### src/rtl/rxtx_arb_pkg.sv
// Shared types and constants for the weighted receive/transmit arbiter.
// Assumes the ratio code is a small unsigned number; limit = code + 1.
package rxtx_arb_pkg;

    typedef enum logic [1:0] {
        ARB_IDLE = 2'd0,
        ARB_RX   = 2'd1,
        ARB_TX   = 2'd2
    } arb_state_e;

    // Number of receive grants before a transmit turn, for a given code.
    function automatic int unsigned ratio_limit(input int unsigned code);
        return code + 1;
    endfunction

endpackage

### src/rtl/rxtx_credit_ctr.sv
// Saturating credit counter: counts receive grants since the last
// transmit grant. Assumes inc and clr are never high together.
module rxtx_credit_ctr #(
    parameter int MAX_COUNT = 4,
    localparam int CNT_W    = $clog2(MAX_COUNT + 1)
) (
    input  logic             clk,
    input  logic             rst_n,
    input  logic             inc,
    input  logic             clr,
    output logic [CNT_W-1:0] count
);

    localparam logic [CNT_W-1:0] MAX_V = CNT_W'(MAX_COUNT);

    // Update the credit: clear on a transmit grant, step up on a receive grant.
    always_ff @(posedge clk) begin
        if (!rst_n) begin
            count <= '0;
        end else if (clr) begin
            count <= '0;
        end else if (inc && count != MAX_V) begin
            count <= count + 1'b1;
        end
    end

    // the count never passes its ceiling
    a_r8_saturate: assert property (@(posedge clk) disable iff (!rst_n)
        count <= MAX_V);

    // a transmit grant empties the credit
    a_r8_clear: assert property (@(posedge clk) disable iff (!rst_n)
        clr |=> count == '0);

    // a receive grant below the ceiling adds exactly one
    a_r8_step: assert property (@(posedge clk) disable iff (!rst_n)
        (inc && !clr && count < MAX_V) |=> count == $past(count) + 1'b1);

endmodule

### src/rtl/rxtx_pick.sv
// Combinational decision: picks which requester wins if the arbiter is
// idle this cycle. Assumes the credit is the count of receive grants
// since the last transmit grant.
module rxtx_pick #(
    parameter int RATIO_W = 2,
    parameter int CNT_W   = 3
) (
    input  logic               rx_req,
    input  logic               tx_req,
    input  logic               fixed_prio,
    input  logic [RATIO_W-1:0] ratio,
    input  logic [CNT_W-1:0]   credit,
    output logic               pick_rx,
    output logic               pick_tx
);

    logic [CNT_W-1:0] limit;
    logic             tx_turn;

    // Derive the transmit turn from the credit and the programmed weight.
    always_comb begin
        limit   = CNT_W'(ratio) + CNT_W'(1);
        tx_turn = !fixed_prio && (credit >= limit);
    end

    // Choose the winner; a lone requester always wins.
    always_comb begin
        pick_rx = rx_req && !(tx_req && tx_turn);
        pick_tx = tx_req && (!rx_req || tx_turn);
    end

endmodule

### src/rtl/rxtx_grant_fsm.sv
// Grant state machine: latches the picked side and holds its grant until
// that side pulses done; inserts one idle cycle after each done pulse.
// Assumes pick_rx and pick_tx are never high together.
module rxtx_grant_fsm
    import rxtx_arb_pkg::*;
(
    input  logic clk,
    input  logic rst_n,
    input  logic pick_rx,
    input  logic pick_tx,
    input  logic rx_done,
    input  logic tx_done,
    output logic rx_gnt,
    output logic tx_gnt,
    output logic idle,
    output logic launch_rx,
    output logic launch_tx
);

    arb_state_e state;

    // Advance the grant state on picks and on the owner's done pulse.
    always_ff @(posedge clk) begin
        if (!rst_n) begin
            state <= ARB_IDLE;
        end else begin
            unique case (state)
                ARB_IDLE: begin
                    if (pick_rx)      state <= ARB_RX;
                    else if (pick_tx) state <= ARB_TX;
                end
                ARB_RX:  if (rx_done) state <= ARB_IDLE;
                ARB_TX:  if (tx_done) state <= ARB_IDLE;
                default: state <= ARB_IDLE;
            endcase
        end
    end

    // Decode the grant outputs and the grant-launch strobes.
    always_comb begin
        idle      = (state == ARB_IDLE);
        rx_gnt    = (state == ARB_RX);
        tx_gnt    = (state == ARB_TX);
        launch_rx = idle && pick_rx;
        launch_tx = idle && pick_tx && !pick_rx;
    end

    // never two grants at once
    a_r2_onehot: assert property (@(posedge clk) disable iff (!rst_n)
        $onehot0({rx_gnt, tx_gnt}));

    // receive grant held until its own done
    a_r3_hold_rx: assert property (@(posedge clk) disable iff (!rst_n)
        (rx_gnt && !rx_done) |=> rx_gnt);

    // transmit grant held until its own done
    a_r3_hold_tx: assert property (@(posedge clk) disable iff (!rst_n)
        (tx_gnt && !tx_done) |=> tx_gnt);

    // an idle cycle follows every done pulse
    a_r4_release: assert property (@(posedge clk) disable iff (!rst_n)
        ((rx_gnt && rx_done) || (tx_gnt && tx_done)) |=> (!rx_gnt && !tx_gnt));

endmodule

### src/rtl/rxtx_weighted_arbiter.sv
// Top level: two-way bus arbiter between a receive and a transmit DMA
// engine, with fixed priority or weighted round-robin. Assumes each
// requester holds its request for a whole transaction and pulses done once.
module rxtx_weighted_arbiter #(
    parameter int RATIO_W   = 2,
    localparam int MAX_CRED = 2 ** RATIO_W,
    localparam int CNT_W    = $clog2(MAX_CRED + 1)
) (
    input  logic               clk,
    input  logic               rst_n,
    input  logic               fixed_prio,
    input  logic [RATIO_W-1:0] ratio,
    input  logic               rx_req,
    input  logic               tx_req,
    input  logic               rx_done,
    input  logic               tx_done,
    output logic               rx_gnt,
    output logic               tx_gnt
);

    logic [CNT_W-1:0] credit;
    logic             pick_rx;
    logic             pick_tx;
    logic             idle;
    logic             launch_rx;
    logic             launch_tx;

    rxtx_pick #(
        .RATIO_W (RATIO_W),
        .CNT_W   (CNT_W)
    ) u_pick (
        .rx_req     (rx_req),
        .tx_req     (tx_req),
        .fixed_prio (fixed_prio),
        .ratio      (ratio),
        .credit     (credit),
        .pick_rx    (pick_rx),
        .pick_tx    (pick_tx)
    );

    rxtx_grant_fsm u_fsm (
        .clk       (clk),
        .rst_n     (rst_n),
        .pick_rx   (pick_rx),
        .pick_tx   (pick_tx),
        .rx_done   (rx_done),
        .tx_done   (tx_done),
        .rx_gnt    (rx_gnt),
        .tx_gnt    (tx_gnt),
        .idle      (idle),
        .launch_rx (launch_rx),
        .launch_tx (launch_tx)
    );

    rxtx_credit_ctr #(
        .MAX_COUNT (MAX_CRED)
    ) u_credit (
        .clk   (clk),
        .rst_n (rst_n),
        .inc   (launch_rx),
        .clr   (launch_tx),
        .count (credit)
    );

    // fixed priority serves receive whenever it asks while idle
    a_r5_fixed_rx: assert property (@(posedge clk) disable iff (!rst_n)
        (idle && fixed_prio && rx_req) |=> rx_gnt);

    // a lone requester is served in the next cycle
    a_r7_lone_rx: assert property (@(posedge clk) disable iff (!rst_n)
        (idle && rx_req && !tx_req) |=> rx_gnt);

    a_r7_lone_tx: assert property (@(posedge clk) disable iff (!rst_n)
        (idle && tx_req && !rx_req) |=> tx_gnt);

    // once the credit reaches the weight, transmit gets its turn
    a_r6_tx_turn: assert property (@(posedge clk) disable iff (!rst_n)
        (idle && !fixed_prio && rx_req && tx_req &&
         credit >= CNT_W'(ratio) + CNT_W'(1)) |=> tx_gnt);

    // below the weight, receive keeps winning
    a_r6_rx_turn: assert property (@(posedge clk) disable iff (!rst_n)
        (idle && !fixed_prio && rx_req && tx_req &&
         credit < CNT_W'(ratio) + CNT_W'(1)) |=> rx_gnt);

endmodule

### config.mk
export PLATFORM = sky130hd
export DESIGN_NAME = rxtx_weighted_arbiter
export DESIGN_NICKNAME = d
export VERILOG_FILES = /design/src/rtl/rxtx_arb_pkg.sv /design/src/rtl/rxtx_credit_ctr.sv /design/src/rtl/rxtx_pick.sv /design/src/rtl/rxtx_grant_fsm.sv /design/src/rtl/rxtx_weighted_arbiter.sv
export SDC_FILE = /design/constraint.sdc
export NUM_CORES = 1
export LEC_CHECK = 0
export BUFFER_PORTS_ARGS = -buffer_cell sky130_fd_sc_hd__clkbuf_2
export CAP_MARGIN = 25
export CORE_AREA = 10 10 47 49
export DETAILED_ROUTE_END_ITERATION = 8
export DIE_AREA = 0 0 57 59
export GPL_TIMING_DRIVEN = 0
export PLACE_DENSITY = 0.52
export SYNTH_ARGS = -nofsm -noshare
export SYNTH_HDL_FRONTEND = slang
export SYNTH_SLANG_ARGS = --single-unit
### constraint.sdc
create_clock -name clk -period 2.8 [get_ports clk]
set_input_delay 0.14 -clock clk [delete_from_list [all_inputs] [get_ports clk]]
set_output_delay 0.14 -clock clk [all_outputs]
set_load 0.02 [all_outputs]
==> flow_summary.json, run 1 <==
{
  "outcome": "complete, no violations",
  "hpwl_um": 761,
  "cp_max_fo": 6,
  "drc": 0,
  "maxSlewViolCount": 0,
  "dpl_cell_area_um2": 510,
  "syn_area_per_cell_um2": 8.47,
  "max_freq_mhz": 661,
  "rows": 14,
  "antenna_found_initial": 0,
  "whs_endpoint": "u_fsm.state[0]$_SDFFE_PN0P_",
  "timing.rr.start": "u_credit.count[2]$_SDFFE_PP0P_",
  "cts.sinks": 5,
  "synth_nets": 67,
  "synth_cell_types": 23,
  "cts-resized-gates": 0,
  "drive_above_1_share_pct": 25.8,
  "cts_buffers": 3,
  "grt_pass1_wl_um": 1460,
  "holdBufCountCts": 0,
  "grt_pass1_vias": 369,
  "synth_top_family_by_area": "compound AO/OA/AOI/OAI gates",
  "cts_tree": "yes",
  "die_area_um2": 3360,
  "gr-total-overflow": 0,
  "min_from": "rst_n",
  "power_w": 0.000232,
  "clk_pin_slew_ns": 0.04,
  "final_area_um2": 537,
  "final-hold-violation-count": 0,
  "start_util_pct": 31.4,
  "leakage_nw": 0.241,
  "end_kind": "flop",
  "vias": 422,
  "rsz0062_at_grt": "no",
  "clock_skew_ns": 0.00429,
  "vias_per_cell": 5.15,
  "grt_usage_pct": 5.53,
  "layout_common_cells": "10 x clkbuf_2, 8 x inv_1, 6 x ha_1",
  "final_nets": 82,
  "synthXorXnorAreaFrac_pct": 0,
  "io_buffers": 10,
  "syn_to_final_growth_pct": 21.9,
  "worst_ep_arrival_time_ns": 1.64,
  "crit_slowest_cell": "dfxtp_1",
  "crit_chain": "ha_1 > a21oi_1 > o21a_4 > o21ai_0 > a32o_1",
  "reg2reg_depth": 5,
  "synthMuxAreaShare_pct": 0,
  "regToRegSetupSlack_ns": 1.29,
  "synth_compound_area_share_pct": 33.2,
  "wl_um": 899,
  "drv_cap": 0,
  "setup_viol": 0,
  "grt_max_degree": 8,
  "htreeDepth": 1,
  "root_buffer": "clkbuf_4",
  "max_stage_delay_ns": 0.34,
  "fin_crit_sh_pct": 54.0,
  "syn_area_um2": 440,
  "grt_use_met1_pct": 5.93,
  "boundaryPins": 11,
  "power.density_nw_per_um2": 433,
  "startpoint_type": "flop",
  "setup_tns_ns": 0,
  "synthSimpleGateAreaFrac_pct": 20.2,
  "synth_cells": 52,
  "gr-usage-met2_pct": 7.91,
  "ys_seq_area_share_pct": 22.7,
  "clk_latency_ns": 0.24,
  "holdPathStages": 2,
  "reg2reg_to": "u_fsm.state[1]$_SDFFE_PN0P_",
  "die_y_um": 59,
  "use_met3_pct": 2.58,
  "synthAdderAreaFrac_pct": 17.0,
  "globalplace.congestion": 0.755,
  "coreArea_um2": 1400,
  "wl_per_cell_um": 11.0,
  "cp_data_required_time_ns": 2.93,
  "final_common_cell": "clkbuf_2",
  "ant_nets": 0,
  "cts_setup_buffers": 0,
  "relSlewSlack_pct": 78.5,
  "hold_path.class": "primary input to flop",
  "tightest_slew_ns": 0.322,
  "cts.path.max_buffers": 2,
  "n_antenna_cell": 0,
  "drtPass1Iterations": 3,
  "critPathKind": "flop to flop",
  "top_usage_layer": "met2",
  "die_w_um": 57,
  "drtIter0Drc": 7,
  "synth_warnings": 0,
  "vdd_ir_drop_max_uv": 228,
  "period_minus_slack_ns": 1.51,
  "ys_ff_latch": 5,
  "crit_start": "u_credit.count[2]$_SDFFE_PP0P_"
}
-- state kept, by name (all words and copies together) (netlist names) --
| register | count |
|---|---|
| u_fsm.state | 2 |
| u_credit.count | 3 |
-- critical path, delay by kind of cell, from the launching register on --
kind	cells	cell delay (ns)
compound gates	4	0.74
flops	1	0.34
fa+ha+maj	1	0.32
-- power by group --
part	leakage (nW)	internal (W)	switching (W)
registers	0.0409	0.0000767	0.00000596
clock network	0.0150	0.0000538	0.0000287
logic	0.185	0.0000300	0.0000370
-- layer usage --
layer / up-vias / part of all wire (%)
met3: 2 / 4.2
met2: 9 / 45
met1: 192 / 49
met5: - / 0
li1: 219 / -
met4: 0 / 1.3
-- metrics by stage --
stage / instances / utilization (%) / hold slack (ns) / setup slack, ns
2_1_floorplan: 52 / - / 0.294 / 1.37
3_3_place_gp: 78 / 36.4 / 0.416 / 1.24
3_5_place_dp: 78 / 36.4 / 0.422 / 1.21
4_1_cts: 82 / 38.3 / 0.164 / 1.28
5_1_grt: 82 / 38.3 / 0.169 / 1.16
6_report: 82 / 38.3 / 0.176 / 1.29
-- worst max-delay path by stage --
stage	to	slack, ns	cells past startpoint
finish	u_fsm.state[1]$_SDFFE_PN0P_	1.29	5
global route	u_fsm.state[1]$_SDFFE_PN0P_	1.16	6
CTS	u_fsm.state[1]$_SDFFE_PN0P_	1.28	5
detailed placement	u_fsm.state[1]$_SDFFE_PN0P_	1.21	8
global placement	u_fsm.state[1]$_SDFFE_PN0P_	1.24	8
floorplan	u_fsm.state[1]$_SDFFE_PN0P_	1.37	6
-- cells by family (layout without fill, tap and decap cells) --
| logic type | after synthesis | in the layout |
|---|---|---|
| and+or+nand+nor | 13 | 13 |
| DFF | 5 | 5 |
| buffers and inverters | 8 | 22 |
| adders and majority gates | 6 | 6 |
| AOI/OAI and AO/OA | 20 | 20 |
-- final cells by class --
class | count | area, um^2
Inverter | 8 | 30.0
Sequential cell | 5 | 100
Multi-Input combinational cell | 39 | 310
Tap cell | 16 | 20.0
Fill cell | 153 | 865
Timing Repair Buffer | 10 | 50.0
Clock buffer | 4 | 26.3
-- cells in the mapped netlist (all sizes together) --
library cell | count | area [um^2]
and3 | 1 | 6.26
a211oi | 1 | 12.5
a21oi | 5 | 25.0
o21a | 1 | 15.0
and2b | 1 | 7.51
nand2 | 4 | 15.0
a32o | 1 | 10.0
dfxtp | 5 | 100
nand4b | 1 | 8.76
a41oi | 2 | 17.5
nor3b | 2 | 26.3
o211ai | 1 | 7.51
nand2b | 1 | 6.26
nor2b | 3 | 18.8
o2111ai | 1 | 8.76
a31oi | 1 | 6.26
o21ai | 5 | 28.8
ha | 6 | 75.1
inv | 8 | 30.0
a21boi | 2 | 15.0
Note: power is estimated with default switching activity, not from simulation.
==> inputs of run 2 (changes only) <==
==> constraint.sdc (replaced) <==
create_clock -name clk -period 1.5 [get_ports clk]
set_input_delay 0.075 -clock clk [delete_from_list [all_inputs] [get_ports clk]]
set_output_delay 0.075 -clock clk [all_outputs]
set_load 0.02 [all_outputs]
==> flow_summary.json, run 2 (synthesis gave the netlist of run 1 again) <==
{
  "period_minus_slack_ns": 1.41,
  "grt_pass1_wl_um": 1460,
  "biggestRegsByFlops": "u_credit.count x3, u_fsm.state x2",
  "final-hold-violation-count": 0,
  "vias": 428,
  "final_nets": 82,
  "globalplace.congestion": 0.755,
  "wl_per_cell_um": 11.0,
  "rsz0062_at_grt": "no",
  "outcome": "complete, no violations",
  "io_buffers": 10,
  "final_common_cell": "clkbuf_2",
  "boundaryPins": 11,
  "place_ws_ns": -0.0255,
  "largest_reg_flops": 3,
  "vias_per_cell": 5.22,
  "cp_data_required_time_ns": 1.63,
  "htreeDepth": 1,
  "holdBufCountCts": 0,
  "grt_pass1_vias": 369,
  "cts.path.max_buffers": 2,
  "end_kind": "flop",
  "crit_chain": "inv_2 > ha_1 > nor2b_2 > o21a_4 > o21ai_0 > a32o_1",
  "setup_viol": 0,
  "grt_usage_pct": 5.53,
  "grt_max_degree": 8,
  "cp_max_fo": 6,
  "hold_path.class": "primary input to flop",
  "critPathKind": "flop to flop",
  "final_area_um2": 558,
  "drive_above_1_share_pct": 34.8,
  "leakage_nw": 0.243,
  "start_util_pct": 31.4,
  "startpoint_type": "flop",
  "root_buffer": "clkbuf_4",
  "dpl_cell_area_um2": 510,
  "cts_buffers": 3,
  "power.density_nw_per_um2": 787,
  "path_buf_inv": 1,
  "hold_ws_ns": 0.111,
  "relSlewSlack_pct": 78.5,
  "ant_nets": 0,
  "vdd_ir_drop_max_uv": 426,
  "clock_skew_ns": 0.00429,
  "crit_slowest_cell": "dfxtp_2",
  "setup_slack_ns": 0.0919,
  "cts_tree": "yes",
  "drtPass1Iterations": 3,
  "clk_pin_slew_ns": 0.04,
  "largest-register": "u_credit.count",
  "rows": 14,
  "drc": 0,
  "die_w_um": 57,
  "n_antenna_cell": 0,
  "max_freq_mhz": 710,
  "max_stage_delay_ns": 0.34,
  "layout_common_cells": "10 x clkbuf_2, 7 x inv_1, 5 x ha_1",
  "cts.sinks": 5,
  "hpwl_um": 761,
  "gr-total-overflow": 0,
  "worst_ep_arrival_time_ns": 1.54,
  "maxSlewViolCount": 0,
  "drtIter0Drc": 7,
  "antenna_found_initial": 0,
  "clk_latency_ns": 0.24,
  "wl_um": 903,
  "syn_to_final_growth_pct": 26.7,
  "drv_cap": 0,
  "tightest_slew_ns": 0.322,
  "fin_crit_sh_pct": 93.9,
  "final_util_pct": 39.8,
  "die_y_um": 59,
  "coreArea_um2": 1400,
  "crit_family": "compound AO/OA/AOI/OAI gates",
  "die_area_um2": 3360
}
[run 2: final timing paths]
kind | start | end | slack, ns | cells after the start
worst max-delay path | u_credit.count[0]$_SDFFE_PP0P_ | u_fsm.state[1]$_SDFFE_PN0P_ | 0.09 | 6
worst min-delay path | rst_n | u_fsm.state[0]$_SDFFE_PN0P_ | 0.11 | 2
worst max register to register | u_credit.count[0]$_SDFFE_PP0P_ | u_fsm.state[1]$_SDFFE_PN0P_ | 0.09 | 6
worst min register to register | u_credit.count[2]$_SDFFE_PP0P_ | u_credit.count[2]$_SDFFE_PP0P_ | 0.50 | 2
[run 2: power by group]
| group | internal [W] | switching, W | leakage (nW) |
|---|---|---|---|
| clock network | 0.000100 | 0.0000536 | 0.0150 |
| logic | 0.0000591 | 0.0000703 | 0.187 |
| registers | 0.000144 | 0.0000117 | 0.0418 |
[run 2: layout make-up]
class | instances | area [um^2]
fillers | 148 | 843
multi-input cells | 39 | 329
flip-flops and latches | 5 | 103
repair buffers | 10 | 50.0
inverters | 8 | 30.0
clock buffers | 4 | 26.3
well taps | 16 | 20.0
[run 2: per-stage QoR]
step	instances	setup TNS [ns]	power (W)
finish	82	0	0.000439
global route	82	0	0.000481
CTS	82	0	0.000445
detailed placement	78	-0.0255	0.000282
global placement	78	-0.0526	0.000283
floorplan	52	0	0.000247
[run 2: what timing repair did]
item,in CTS,in global routing
gates resized for setup,2,4
endpoints found under the setup margin,1,4
pin swaps,0,3
setup buffers,0,0
[run 2: routing by layer]
layer	part of all wire, %	up-vias	wire length (um)	global-route usage (%)
li1	-	219	-	-
met1	49	198	438	5.93
met2	46	9	414	7.91
met3	4.2	2	38	2.58
met4	1.3	0	12	5.03
met5	0	-	0	0
==> inputs of run 3 (changes only) <==
--- a/config.mk
+++ b/config.mk
@@ -8,6 +8,7 @@
 export BUFFER_PORTS_ARGS = -buffer_cell sky130_fd_sc_hd__clkbuf_2
 export CAP_MARGIN = 25
 export CORE_AREA = 10 10 47 49
+export CTS_BUF_LIST = sky130_fd_sc_hd__clkbuf_4
 export DETAILED_ROUTE_END_ITERATION = 8
 export DIE_AREA = 0 0 57 59
 export GPL_TIMING_DRIVEN = 0
==> flow_summary.json, run 3 (synthesis gave the netlist of run 1 again) <==
{
  "outcome": "complete, no violations",
  "maxSlewViolCount": 0,
  "drtPass1Iterations": 4,
  "vias": 429,
  "root_buffer": "clkbuf_4",
  "holdBufCountCts": 0,
  "tightest_slew_ns": 0.314,
  "period_minus_slack_ns": 1.41,
  "antenna_found_initial": 0,
  "holdPathStages": 2,
  "biggestRegsByFlops": "u_credit.count x3, u_fsm.state x2",
  "cts_buffers": 3,
  "setup_tns_ns": 0,
  "rows": 14,
  "vdd_ir_drop_max_uv": 427,
  "start_util_pct": 31.4,
  "fin_crit_sh_pct": 94.0,
  "hold_ws_ns": 0.110,
  "drive_above_1_share_pct": 36.4,
  "cts_setup_buffers": 0,
  "grt_pass1_wl_um": 1450,
  "dpl_cell_area_um2": 510,
  "cts.path.max_buffers": 2,
  "clock_skew_ns": 0.00253,
  "clk_latency_ns": 0.24,
  "coreArea_um2": 1400,
  "setup_viol": 0,
  "boundaryPins": 11,
  "grt_usage_pct": 5.49,
  "crit_chain": "inv_2 > ha_1 > nor2b_2 > o21a_4 > o21ai_0 > a32o_1",
  "grt_pass1_vias": 362,
  "syn_to_final_growth_pct": 27.6,
  "grt_max_degree": 8,
  "layout_common_cells": "10 x clkbuf_2, 7 x inv_1, 5 x ha_1",
  "reg2reg_to": "u_fsm.state[1]$_SDFFE_PN0P_",
  "clk_pin_slew_ns": 0.04,
  "reg2reg_depth": 6,
  "regToRegSetupSlack_ns": 0.09,
  "final_common_cell": "clkbuf_2",
  "drv_cap": 0,
  "drtIter0Drc": 6,
  "min_from": "rst_n",
  "critPathKind": "flop to flop",
  "cp_data_required_time_ns": 1.63,
  "whs_endpoint": "u_fsm.state[0]$_SDFFE_PN0P_",
  "crit_slowest_cell": "dfxtp_2",
  "cts_tree": "yes",
  "cp_max_fo": 6,
  "final-hold-violation-count": 0,
  "startpoint_type": "flop",
  "final_area_um2": 562,
  "largest_reg_flops": 3,
  "end_kind": "flop",
  "wl_per_cell_um": 11.1,
  "timing.rr.start": "u_credit.count[0]$_SDFFE_PP0P_",
  "relSlewSlack_pct": 79.0,
  "leakage_nw": 0.247,
  "rsz0062_at_grt": "no",
  "die_y_um": 59,
  "die_area_um2": 3360,
  "largest-register": "u_credit.count",
  "globalplace.congestion": 0.755,
  "ant_nets": 0,
  "final_util_pct": 40.1,
  "hpwl_um": 761,
  "cts.sinks": 5,
  "n_antenna_cell": 0,
  "final_nets": 82,
  "max_stage_delay_ns": 0.34,
  "drc": 0,
  "wl_um": 909,
  "power.density_nw_per_um2": 817,
  "gr-total-overflow": 0,
  "hold_path.class": "primary input to flop",
  "die_w_um": 57,
  "vias_per_cell": 5.23,
  "crit_start": "u_credit.count[0]$_SDFFE_PP0P_",
  "worst_ep_arrival_time_ns": 1.54,
  "max_freq_mhz": 709,
  "io_buffers": 10,
  "htreeDepth": 1
}
==> run 3: area by class of cell <==
cell class / count / area [um^2]
timing repair buffer: 10 / 50.0
multi-input combinational: 39 / 329
fill: 148 / 840
inverter: 8 / 30.0
tap: 16 / 20.0
sequential: 5 / 103
clock buffer: 4 / 30.0
==> run 3: where the power goes <==
part           internal (W)  switching, W  total (W)
clock              0.000119     0.0000554   0.000174
sequential         0.000144     0.0000116   0.000156
combinational     0.0000592     0.0000703   0.000130
==> run 3: how the worst max path moves through the flow <==
| stage | slack, ns | to | depth (start not counted) |
|---|---|---|---|
| 6_report | 0.09 | u_fsm.state[1]$_SDFFE_PN0P_ | 6 |
| 3_5_place_dp | -0.03 | u_fsm.state[1]$_SDFFE_PN0P_ | 6 |
| 2_1_floorplan | 0.07 | u_fsm.state[1]$_SDFFE_PN0P_ | 6 |
| 4_1_cts | 0.01 | u_fsm.state[1]$_SDFFE_PN0P_ | 6 |
| 5_1_grt | 0.0005 | u_fsm.state[1]$_SDFFE_PN0P_ | 6 |
| 3_3_place_gp | -0.05 | u_fsm.state[1]$_SDFFE_PN0P_ | 6 |
==> run 3: repair_timing <==
action / CTS / global route
pin swaps: 0 / 3
resized for setup: 2 / 4
endpoints found under the setup margin: 1 / 4
==> run 3: layer usage <==
layer	global-route usage, %	share of wire, %	vias up
li1	-	-	221
met1	5.81	49	195
met2	7.91	45	11
met3	2.58	4.5	2
met4	5.03	1.3	0
met5	0	0	-
==> run 3: metrics by stage <==
step / std cells / setup WS [ns] / total power, W
global placement: 78 / -0.0523 / 0.000283
detailed placement: 78 / -0.0255 / 0.000282
CTS: 82 / 0.0123 / 0.000464
floorplan: 52 / 0.0714 / 0.000247
global route: 82 / 0.000494 / 0.000499
finish: 82 / 0.0903 / 0.000459
==> run 3: worst max-delay path: cells and delay by family, from the launching register on <==
family	cells	cell delay [ns]
buffers and inverters	1	0.05
and+or+nand+nor	1	0.14
AOI/OAI and AO/OA	3	0.49
DFF	1	0.34
adders and majority gates	1	0.27
